File: src/rtl/sq_pkg.sv
package sq_pkg;

  localparam int SIZE_W = 4;

  // Legal nonzero access sizes in bytes.
  function automatic logic size_is_legal(input logic [SIZE_W-1:0] sz);
    return (sz == 4'd1) || (sz == 4'd2) || (sz == 4'd4) || (sz == 4'd8);
  endfunction

  // Circular index arithmetic over a ring of 'slots' entries.
  function automatic int ring_next(input int idx, input int slots);
    return (idx + 1 >= slots) ? 0 : idx + 1;
  endfunction

  function automatic int ring_prev(input int idx, input int slots);
    return (idx == 0) ? slots - 1 : idx - 1;
  endfunction

  function automatic int ring_span(input int from_idx, input int to_idx, input int slots);
    return (to_idx >= from_idx) ? to_idx - from_idx : to_idx + slots - from_idx;
  endfunction

  function automatic int ones(input logic [63:0] v);
    int n;
    n = 0;
    for (int i = 0; i < 64; i++) n += int'(v[i]);
    return n;
  endfunction

endpackage

File: src/rtl/sq_commit_scan.sv
module sq_commit_scan
  import sq_pkg::*;
#(
  parameter int SLOTS = 5,
  parameter int SEQ_W = 16,
  localparam int IDX_W = $clog2(SLOTS)
) (
  input  logic [IDX_W-1:0]       head,
  input  logic [IDX_W-1:0]       tail,
  input  logic [SLOTS-1:0]       ready,
  input  logic [SLOTS*SEQ_W-1:0] seq,
  input  logic [SEQ_W-1:0]       youngest,
  output logic [SLOTS-1:0]       mark
);

  // Walk from the head; already-ready entries are passed over, the first
  // unready entry younger than the retire point ends the walk.
  always_comb begin
    int  i;
    logic stop;
    i    = int'(head);
    stop = 1'b0;
    mark = '0;
    for (int k = 0; k < SLOTS; k++) begin
      if (!stop) begin
        if (i == int'(tail)) begin
          stop = 1'b1;
        end else begin
          if (!ready[i]) begin
            if (seq[i*SEQ_W +: SEQ_W] > youngest) stop = 1'b1;
            else mark[i] = 1'b1;
          end
          if (!stop) i = ring_next(i, SLOTS);
        end
      end
    end
  end

endmodule

File: src/rtl/sq_wb_scan.sv
module sq_wb_scan
  import sq_pkg::*;
#(
  parameter int SLOTS = 5,
  parameter int PORTS = 2,
  localparam int IDX_W = $clog2(SLOTS)
) (
  input  logic [IDX_W-1:0]       wb_ptr,
  input  logic [IDX_W-1:0]       tail,
  input  logic [SLOTS-1:0]       ready,
  input  logic [SLOTS-1:0]       executed,
  input  logic [SLOTS-1:0]       zero_size,
  input  logic                   blocked,
  input  logic                   pending_nz,
  output logic [SLOTS-1:0]       skip_mask,
  output logic [SLOTS-1:0]       issue_mask,
  output logic [PORTS-1:0]       lane_vld,
  output logic [PORTS*IDX_W-1:0] lane_idx,
  output logic [IDX_W-1:0]       wb_next
);

  // Zero-size entries retire in place and cost no lane; a blocked cache or
  // an exhausted lane budget ends the walk at the first real write.
  always_comb begin
    int  p;
    int  used;
    logic stop;
    p          = int'(wb_ptr);
    used       = 0;
    stop       = 1'b0;
    skip_mask  = '0;
    issue_mask = '0;
    lane_vld   = '0;
    lane_idx   = '0;
    for (int k = 0; k < SLOTS; k++) begin
      if (!stop) begin
        if (!pending_nz || p == int'(tail) || !ready[p] || !executed[p]) begin
          stop = 1'b1;
        end else if (zero_size[p]) begin
          skip_mask[p] = 1'b1;
          p = ring_next(p, SLOTS);
        end else if (blocked || used >= PORTS) begin
          stop = 1'b1;
        end else begin
          issue_mask[p] = 1'b1;
          lane_vld[used] = 1'b1;
          lane_idx[used*IDX_W +: IDX_W] = IDX_W'(p);
          used = used + 1;
          p = ring_next(p, SLOTS);
        end
      end
    end
    wb_next = IDX_W'(p);
  end

endmodule

File: src/rtl/sq_squash_scan.sv
module sq_squash_scan
  import sq_pkg::*;
#(
  parameter int SLOTS = 5,
  parameter int SEQ_W = 16,
  localparam int IDX_W = $clog2(SLOTS)
) (
  input  logic [IDX_W-1:0]       head,
  input  logic [IDX_W-1:0]       tail,
  input  logic [SLOTS-1:0]       ready,
  input  logic [SLOTS*SEQ_W-1:0] seq,
  input  logic [SEQ_W-1:0]       squash_seq,
  output logic [SLOTS-1:0]       kill_mask,
  output logic [IDX_W-1:0]       tail_next
);

  // Backward walk from the tail; ready entries are retired work and end it.
  always_comb begin
    int  t;
    int  prv;
    logic stop;
    t         = int'(tail);
    stop      = 1'b0;
    kill_mask = '0;
    for (int k = 0; k < SLOTS; k++) begin
      if (!stop) begin
        prv = ring_prev(t, SLOTS);
        if (t == int'(head) || ready[prv] || (seq[prv*SEQ_W +: SEQ_W] <= squash_seq)) begin
          stop = 1'b1;
        end else begin
          kill_mask[prv] = 1'b1;
          t = prv;
        end
      end
    end
    tail_next = IDX_W'(t);
  end

endmodule

File: src/rtl/sq_retire_scan.sv
module sq_retire_scan
  import sq_pkg::*;
#(
  parameter int SLOTS = 5,
  localparam int IDX_W = $clog2(SLOTS)
) (
  input  logic [IDX_W-1:0] head,
  input  logic [IDX_W-1:0] tail,
  input  logic [SLOTS-1:0] done,
  output logic [SLOTS-1:0] retire_mask,
  output logic [IDX_W-1:0] head_next
);

  // The head passes the whole run of consecutive done entries at once.
  always_comb begin
    int  h;
    logic stop;
    h           = int'(head);
    stop        = 1'b0;
    retire_mask = '0;
    for (int k = 0; k < SLOTS; k++) begin
      if (!stop) begin
        if (h == int'(tail) || !done[h]) begin
          stop = 1'b1;
        end else begin
          retire_mask[h] = 1'b1;
          h = ring_next(h, SLOTS);
        end
      end
    end
    head_next = IDX_W'(h);
  end

endmodule

File: src/rtl/sq_store_queue.sv
module sq_store_queue
  import sq_pkg::*;
#(
  parameter int DEPTH  = 4,
  parameter int PORTS  = 2,
  parameter int SEQ_W  = 16,
  parameter int ADDR_W = 32,
  parameter int DATA_W = 32,
  localparam int SLOTS = DEPTH + 1,
  localparam int IDX_W = $clog2(SLOTS),
  localparam int CNT_W = $clog2(DEPTH + 1)
) (
  input  logic                    clk,
  input  logic                    rst_n,
  input  logic                    alloc_valid,
  input  logic [SEQ_W-1:0]        alloc_seq,
  output logic [IDX_W-1:0]        alloc_idx,
  input  logic                    exec_valid,
  input  logic [IDX_W-1:0]        exec_idx,
  input  logic [ADDR_W-1:0]       exec_addr,
  input  logic [SIZE_W-1:0]       exec_size,
  input  logic [DATA_W-1:0]       exec_data,
  input  logic                    exec_cond,
  input  logic                    commit_valid,
  input  logic [SEQ_W-1:0]        commit_seq,
  output logic [PORTS-1:0]        wr_valid,
  output logic [PORTS*IDX_W-1:0]  wr_idx,
  output logic [PORTS*ADDR_W-1:0] wr_addr,
  output logic [PORTS*SIZE_W-1:0] wr_size,
  output logic [PORTS*DATA_W-1:0] wr_data,
  input  logic                    cache_blocked,
  input  logic                    cmp_valid,
  input  logic [IDX_W-1:0]        cmp_idx,
  input  logic                    squash_valid,
  input  logic [SEQ_W-1:0]        squash_seq,
  output logic [CNT_W-1:0]        occupancy,
  output logic [CNT_W-1:0]        free_slots,
  output logic                    full,
  output logic                    empty,
  output logic                    err_overflow,
  output logic                    err_size
);

  // Pointers and per-entry state
  logic [IDX_W-1:0]       head_q, tail_q, wb_q;
  logic [SLOTS*SEQ_W-1:0] seq_q;
  logic [ADDR_W-1:0]      addr_q [SLOTS];
  logic [DATA_W-1:0]      data_q [SLOTS];
  logic [SIZE_W-1:0]      size_q [SLOTS];
  logic [SLOTS-1:0]       exec_q, ready_q, issued_q, done_q;
  logic [CNT_W-1:0]       pend_q;

  // Named internal events
  logic                   alloc_fire, exec_legal;
  logic [SLOTS-1:0]       zero_mask, commit_raw, commit_mark, sc_mask, cmp_mask;
  logic [SLOTS-1:0]       skip_mask, issue_mask, kill_mask, kill_eff, retire_mask;
  logic [SLOTS-1:0]       set_mask, alloc_mask, exec_mask, keep_mask;
  logic [SLOTS-1:0]       exec_d, ready_d, issued_d, done_d;
  logic [PORTS*IDX_W-1:0] lane_idx;
  logic [IDX_W-1:0]       wb_next, tail_sq, head_next;
  logic [CNT_W-1:0]       pend_d;

  // Occupancy view
  assign empty        = (head_q == tail_q);
  assign full         = (int'(head_q) == ring_next(int'(tail_q), SLOTS));
  assign occupancy    = CNT_W'(ring_span(int'(head_q), int'(tail_q), SLOTS));
  assign free_slots   = CNT_W'(DEPTH) - occupancy;
  assign alloc_idx    = tail_q;

  // Request qualification
  assign alloc_fire   = alloc_valid && !full && !squash_valid;
  assign err_overflow = alloc_valid && full;
  assign exec_legal   = size_is_legal(exec_size);
  assign err_size     = exec_valid && !exec_legal && (exec_size != '0);

  for (genvar s = 0; s < SLOTS; s++) begin : g_zero
    assign zero_mask[s] = (size_q[s] == '0);
  end

  sq_commit_scan #(.SLOTS(SLOTS), .SEQ_W(SEQ_W)) i_commit (
    .head(head_q), .tail(tail_q), .ready(ready_q), .seq(seq_q),
    .youngest(commit_seq), .mark(commit_raw)
  );

  sq_wb_scan #(.SLOTS(SLOTS), .PORTS(PORTS)) i_wb (
    .wb_ptr(wb_q), .tail(tail_q), .ready(ready_q), .executed(exec_q),
    .zero_size(zero_mask), .blocked(cache_blocked), .pending_nz(pend_q != '0),
    .skip_mask(skip_mask), .issue_mask(issue_mask), .lane_vld(wr_valid),
    .lane_idx(lane_idx), .wb_next(wb_next)
  );

  sq_squash_scan #(.SLOTS(SLOTS), .SEQ_W(SEQ_W)) i_squash (
    .head(head_q), .tail(tail_q), .ready(ready_q), .seq(seq_q),
    .squash_seq(squash_seq), .kill_mask(kill_mask), .tail_next(tail_sq)
  );

  sq_retire_scan #(.SLOTS(SLOTS)) i_retire (
    .head(head_q), .tail(tail_q), .done(done_q),
    .retire_mask(retire_mask), .head_next(head_next)
  );

  // Write lanes: per-lane mux from the entry storage
  assign wr_idx = lane_idx;
  for (genvar l = 0; l < PORTS; l++) begin : g_lane
    logic [IDX_W-1:0] sel;
    assign sel = lane_idx[l*IDX_W +: IDX_W];
    assign wr_addr[l*ADDR_W +: ADDR_W] = wr_valid[l] ? addr_q[sel] : '0;
    assign wr_data[l*DATA_W +: DATA_W] = wr_valid[l] ? data_q[sel] : '0;
    assign wr_size[l*SIZE_W +: SIZE_W] = wr_valid[l] ? size_q[sel] : '0;
  end

  // Next-state masks
  always_comb begin
    commit_mark = commit_valid ? commit_raw : '0;
    sc_mask     = (exec_valid && exec_cond && exec_legal) ? (SLOTS'(1) << exec_idx) : '0;
    cmp_mask    = cmp_valid ? (SLOTS'(1) << cmp_idx) : '0;
    kill_eff    = squash_valid ? kill_mask : '0;
    set_mask    = (commit_mark | sc_mask) & ~ready_q & ~kill_eff;
    alloc_mask  = alloc_fire ? (SLOTS'(1) << tail_q) : '0;
    exec_mask   = exec_valid ? (SLOTS'(1) << exec_idx) : '0;
    keep_mask   = ~(retire_mask | alloc_mask);
    exec_d      = (exec_q | exec_mask) & keep_mask;
    ready_d     = (ready_q | set_mask) & keep_mask;
    issued_d    = (issued_q | issue_mask) & keep_mask;
    done_d      = (done_q | skip_mask | cmp_mask) & keep_mask;
    pend_d      = pend_q + CNT_W'(ones(64'(set_mask)))
                         - CNT_W'(ones(64'(skip_mask)))
                         - CNT_W'(cmp_valid);
  end

  always_ff @(posedge clk) begin
    if (!rst_n) begin
      head_q   <= '0;
      tail_q   <= '0;
      wb_q     <= '0;
      seq_q    <= '0;
      exec_q   <= '0;
      ready_q  <= '0;
      issued_q <= '0;
      done_q   <= '0;
      pend_q   <= '0;
    end else begin
      head_q   <= head_next;
      wb_q     <= wb_next;
      pend_q   <= pend_d;
      exec_q   <= exec_d;
      ready_q  <= ready_d;
      issued_q <= issued_d;
      done_q   <= done_d;
      if (squash_valid) tail_q <= tail_sq;
      else if (alloc_fire) tail_q <= IDX_W'(ring_next(int'(tail_q), SLOTS));
      if (alloc_fire) seq_q[int'(tail_q)*SEQ_W +: SEQ_W] <= alloc_seq;
    end
  end

  // Entry payload, written by execute; an illegal size is kept as zero.
  always_ff @(posedge clk) begin
    if (exec_valid) begin
      addr_q[exec_idx] <= exec_addr;
      data_q[exec_idx] <= exec_data;
      size_q[exec_idx] <= exec_legal ? exec_size : '0;
    end
  end

  // Assertions
  assert_overflow_ignored_R3: assert property (@(posedge clk) disable iff (!rst_n)
    (alloc_valid && full && !squash_valid) |=> (tail_q == $past(tail_q)));

  assert_pending_bounded_R4: assert property (@(posedge clk) disable iff (!rst_n)
    pend_q <= occupancy);

  assert_blocked_quiet_R7: assert property (@(posedge clk) disable iff (!rst_n)
    cache_blocked |-> (wr_valid == '0));

  assert_completion_target_R9: assert property (@(posedge clk) disable iff (!rst_n)
    cmp_valid |-> (issued_q[cmp_idx] && !done_q[cmp_idx]));

  assert_retire_only_done_R9: assert property (@(posedge clk) disable iff (!rst_n)
    (retire_mask & ~done_q) == '0);

  assert_squash_spares_ready_R10: assert property (@(posedge clk) disable iff (!rst_n)
    squash_valid |-> ((kill_mask & ready_q) == '0));

  assert_cond_store_ready_R11: assert property (@(posedge clk) disable iff (!rst_n)
    (exec_valid && exec_cond && size_is_legal(exec_size) && !squash_valid)
      |=> ready_q[$past(exec_idx)]);

endmodule

File: config.mk
export PLATFORM = sky130hd
export DESIGN_NAME = sq_store_queue
export DESIGN_NICKNAME = d
export VERILOG_FILES = /design/src/rtl/sq_pkg.sv /design/src/rtl/sq_commit_scan.sv /design/src/rtl/sq_wb_scan.sv /design/src/rtl/sq_squash_scan.sv /design/src/rtl/sq_retire_scan.sv /design/src/rtl/sq_store_queue.sv
export SDC_FILE = /design/constraint.sdc
export NUM_CORES = 2
export LEC_CHECK = 0
export CORE_MARGIN = 3
export CORE_UTILIZATION = 50
export DETAILED_ROUTE_END_ITERATION = 16
export HOLD_SLACK_MARGIN = 0.12
export PLACE_DENSITY = 0.72
export SLEW_MARGIN = 40
export SYNTH_ARGS = -nofsm -noshare
export SYNTH_HDL_FRONTEND = slang
export SYNTH_SLANG_ARGS = --single-unit
File: constraint.sdc
create_clock -name clk -period 28.5 [get_ports clk]
set_input_delay 5.7 -clock clk [delete_from_list [all_inputs] [get_ports clk]]
set_output_delay 5.7 -clock clk [all_outputs]
set_load 0.01 [all_outputs]
==> results.md <==
* Status: complete, no violations
* Worst-Margin Slew at 0.925 ns
* Register bit total from synthesis at 459
* Worst path top cell family by delay: compound AO/OA/AOI/OAI gates
* Most common cell after layout, fill and taps aside: nand2_1
* Routed Wire Length at 166 mm
* Crit Path Category: input port to register
* Element type at the critical path end: register
* Netlist Area Pre-Place at 40,300 sq um
* Top cell by count, worst path: a21oi_1
* Max VDD drop at 0.0506 mV
* CP max-delay cell: mux4_2
* CTS tree: built
* Final Core Density at 0.590
* Die Y at 290 microns
* Share of cells above drive strength 1 at 0.116
* Fin crit period at 26.94 ns
* GRT Util Overall at 0.374
* DR vias at 42.2k
* Clock buffer count from CTS at 48
* Max-slew violation count at 0
* Worst-path clk slew at 0.07 ns
* Predominant post-synthesis flop cell: edfxtp_1
* Number of flops mapped to enable cells by yosys at 352
* Synth Instances at 4,751
* Row Count at 103
* Clock latency on the worst-skew pair at 0.62 ns
* Multi-input logic area at 25,800 sq um
* HPWL after DPL at 113 mm
* Routed Antenna Nets at 0
* Post-synth ARST share at 0
* Vias in the first global route at 39.8k
* Num Clock Sinks at 459
* Pwr per Cell Area at 40.8 nW/um^2
* Filler cell count at 7,029
* Residual DRC count at 0
* Fmax achieved at 0.0371 GHz
* Seq/Total Area, Yosys at 0.315
* Final Hold Fails at 0
* H-tree depth at 2
* Max-cap violations at 0
* DRT Pass-1 Iters at 7
* Initial Util at 0.508
* Worst min-delay path class: register to register
* Setup Skew at 0.0209 ns
* 1st-iter DRT viols at 5,827
* Register area at 12,700 sq um
* Root Buffer: clkbuf_16
* Initial antenna violation count at 15
* WL/cell at 27.4 microns
* Longest Clk Path Bufs at 3
* Lkg Pwr at 17.2 nW
* PortBufs at 287
* Largest net degree at the start of global routing at 98
* Avg Vias per Cell at 6.97
* Syn. warnings at 0
* CP arrival at 27.45 ns
* Area leader, netlist: edfxtp_1
* Most frequent cells in the layout: nand2_1, a21oi_1, edfxtp_1
* Buf+Inv Stages, Crit Path at 10
* Finished layout cell area at 46,900 sq um
* CP Launch Type: input port
* Global route total overflow at 0
* Syn-to-layout area delta at 16.2%
* CORE AREA at 79,400 sq um
* Synth Net Count at 5,128
* Unique masters post-synth at 116
* Critical path required time at 29.02 ns
* Final setup viols at 0
* Slew headroom at 0.378
* DIE AREA at 84,100 sq um
* Top cell type's share of synthesized area at 0.262
* Period Utilization, post-route at 0.945
* Die width at 290 microns
* Final Wtd Congestion at 1.04
* Placed inst area at 45,100 sq um
* Num ports at 288
* Critical Path Fanout Max at 21
* Critical Path Max Stage Delay at 0.53 ns
* Area contributors post-synth: edfxtp_1, ha_1, nand2_1
* Avg Cell Area, Syn at 8.49 sq um
* First-pass GRT wire length at 247 mm
* Nets at 5,335
==> worst paths after layout <==
path,endpoint,cells after the start,start,slack (ns)
min reg2reg,exec_q[2],2,exec_q[2],0.49
max reg2reg,pend_q[2],134,alloc_idx[0],3.49
min,exec_q[2],2,exec_q[2],0.49
max,pend_q[2],99,commit_seq[9],1.56
==> layout make-up <==
| cell class | count | share of cell area |
|---|---|---|
| inverter | 136 | 0.0113 |
| clock inverter | 26 | 0.00561 |
| timing repair buffer | 557 | 0.106 |
| antenna | 11 | 0.000587 |
| multi-input combinational | 3756 | 0.550 |
| sequential | 459 | 0.271 |
| clock buffer | 59 | 0.0265 |
| tap | 1050 | 0.0280 |
==> where the power goes <==
part           switching, mW  leakage, nW  internal [mW]
registers             0.0115         4.01          0.741
logic                  0.335         12.4          0.208
clock network          0.284        0.726          0.332
total                  0.631         17.2           1.28
==> registers in the layout, indices dropped and copies added (netlist names) <==
signal / cells
exec_q: 5
seq_q: 80
addr_q: 160
alloc_idx: 3
data_q: 160
wb_q: 3
head_q: 3
pend_q: 3
ready_q: 5
size_q: 32
done_q: 5
==> per-stage QoR <==
stage	TNS [ns]	cells	setup slack [ns]	hold slack [ns]	power [mW]
6_report	0	6054	1.56	0.486	1.91
5_1_grt	-0.0388	6049	-0.0388	0.513	1.98
4_1_cts	0	6029	0.697	0.488	1.88
3_5_place_dp	0	5944	0.119	0.471	1.28
3_3_place_gp	0	5943	0.532	0.445	1.27
2_1_floorplan	0	4751	0.533	0.432	1.09
==> Yosys cell counts (22+ instances only) <==
master      n
o221ai_1   26
o22a_1     49
a21o_1     47
nor3_1     98
edfxtp_1  352
and3_1     22
a21oi_1   385
o22ai_1    93
a31oi_1   114
dfxtp_1   107
nor2b_1    76
buf_2      75
o21a_1     45
nand4_1    62
a21boi_0   56
nor4_1     25
a32o_1     29
nand2_1   718
mux2_2     76
and2_1     44
or3_1      22
ha_1      237
clkbuf_1  288
xnor2_1    47
nor2_1    220
a211oi_1   99
o21ai_0   162
o211ai_1   28
buf_1      23
inv_1     120
a22o_1     92
nand2b_1   48
nand3_1   206
mux2_1     23
mux4_2     37
a22oi_1    51
mux2i_1   194
==> tightest hold or removal path, cell delays in order, from the launching register on <==
cell and delay [ns]:
dfxtp_1 0.33, nor2_1 0.05, nor2_1 0.07
==> metal layers <==
layer	track usage	vias up	part of all wire
met4	0.175	12	0.056
li1	-	18400	-
met2	0.547	3194	0.42
met5	0	-	0.00047
met3	0.130	709	0.15
met1	0.494	19900	0.38
==> timing repair <==
action                     in CTS  in global routing
hold buffers                    0                  0
resized for setup               0                 32
buffers inserted                0                 12
setup endpoints to repair       0                  3
==> kinds of logic after synthesis <==
logic type,count (synthesis),synth area share
and+or+nand+nor,1630,0.190
AOI/OAI and AO/OA,1492,0.253
buffers and inverters,536,0.0540
DFF,459,0.315
muxes,335,0.0984
adders and majority gates,248,0.0785
xor gates and xnor gates,51,0.0111
Note: power is estimated with default switching activity, not from simulation.
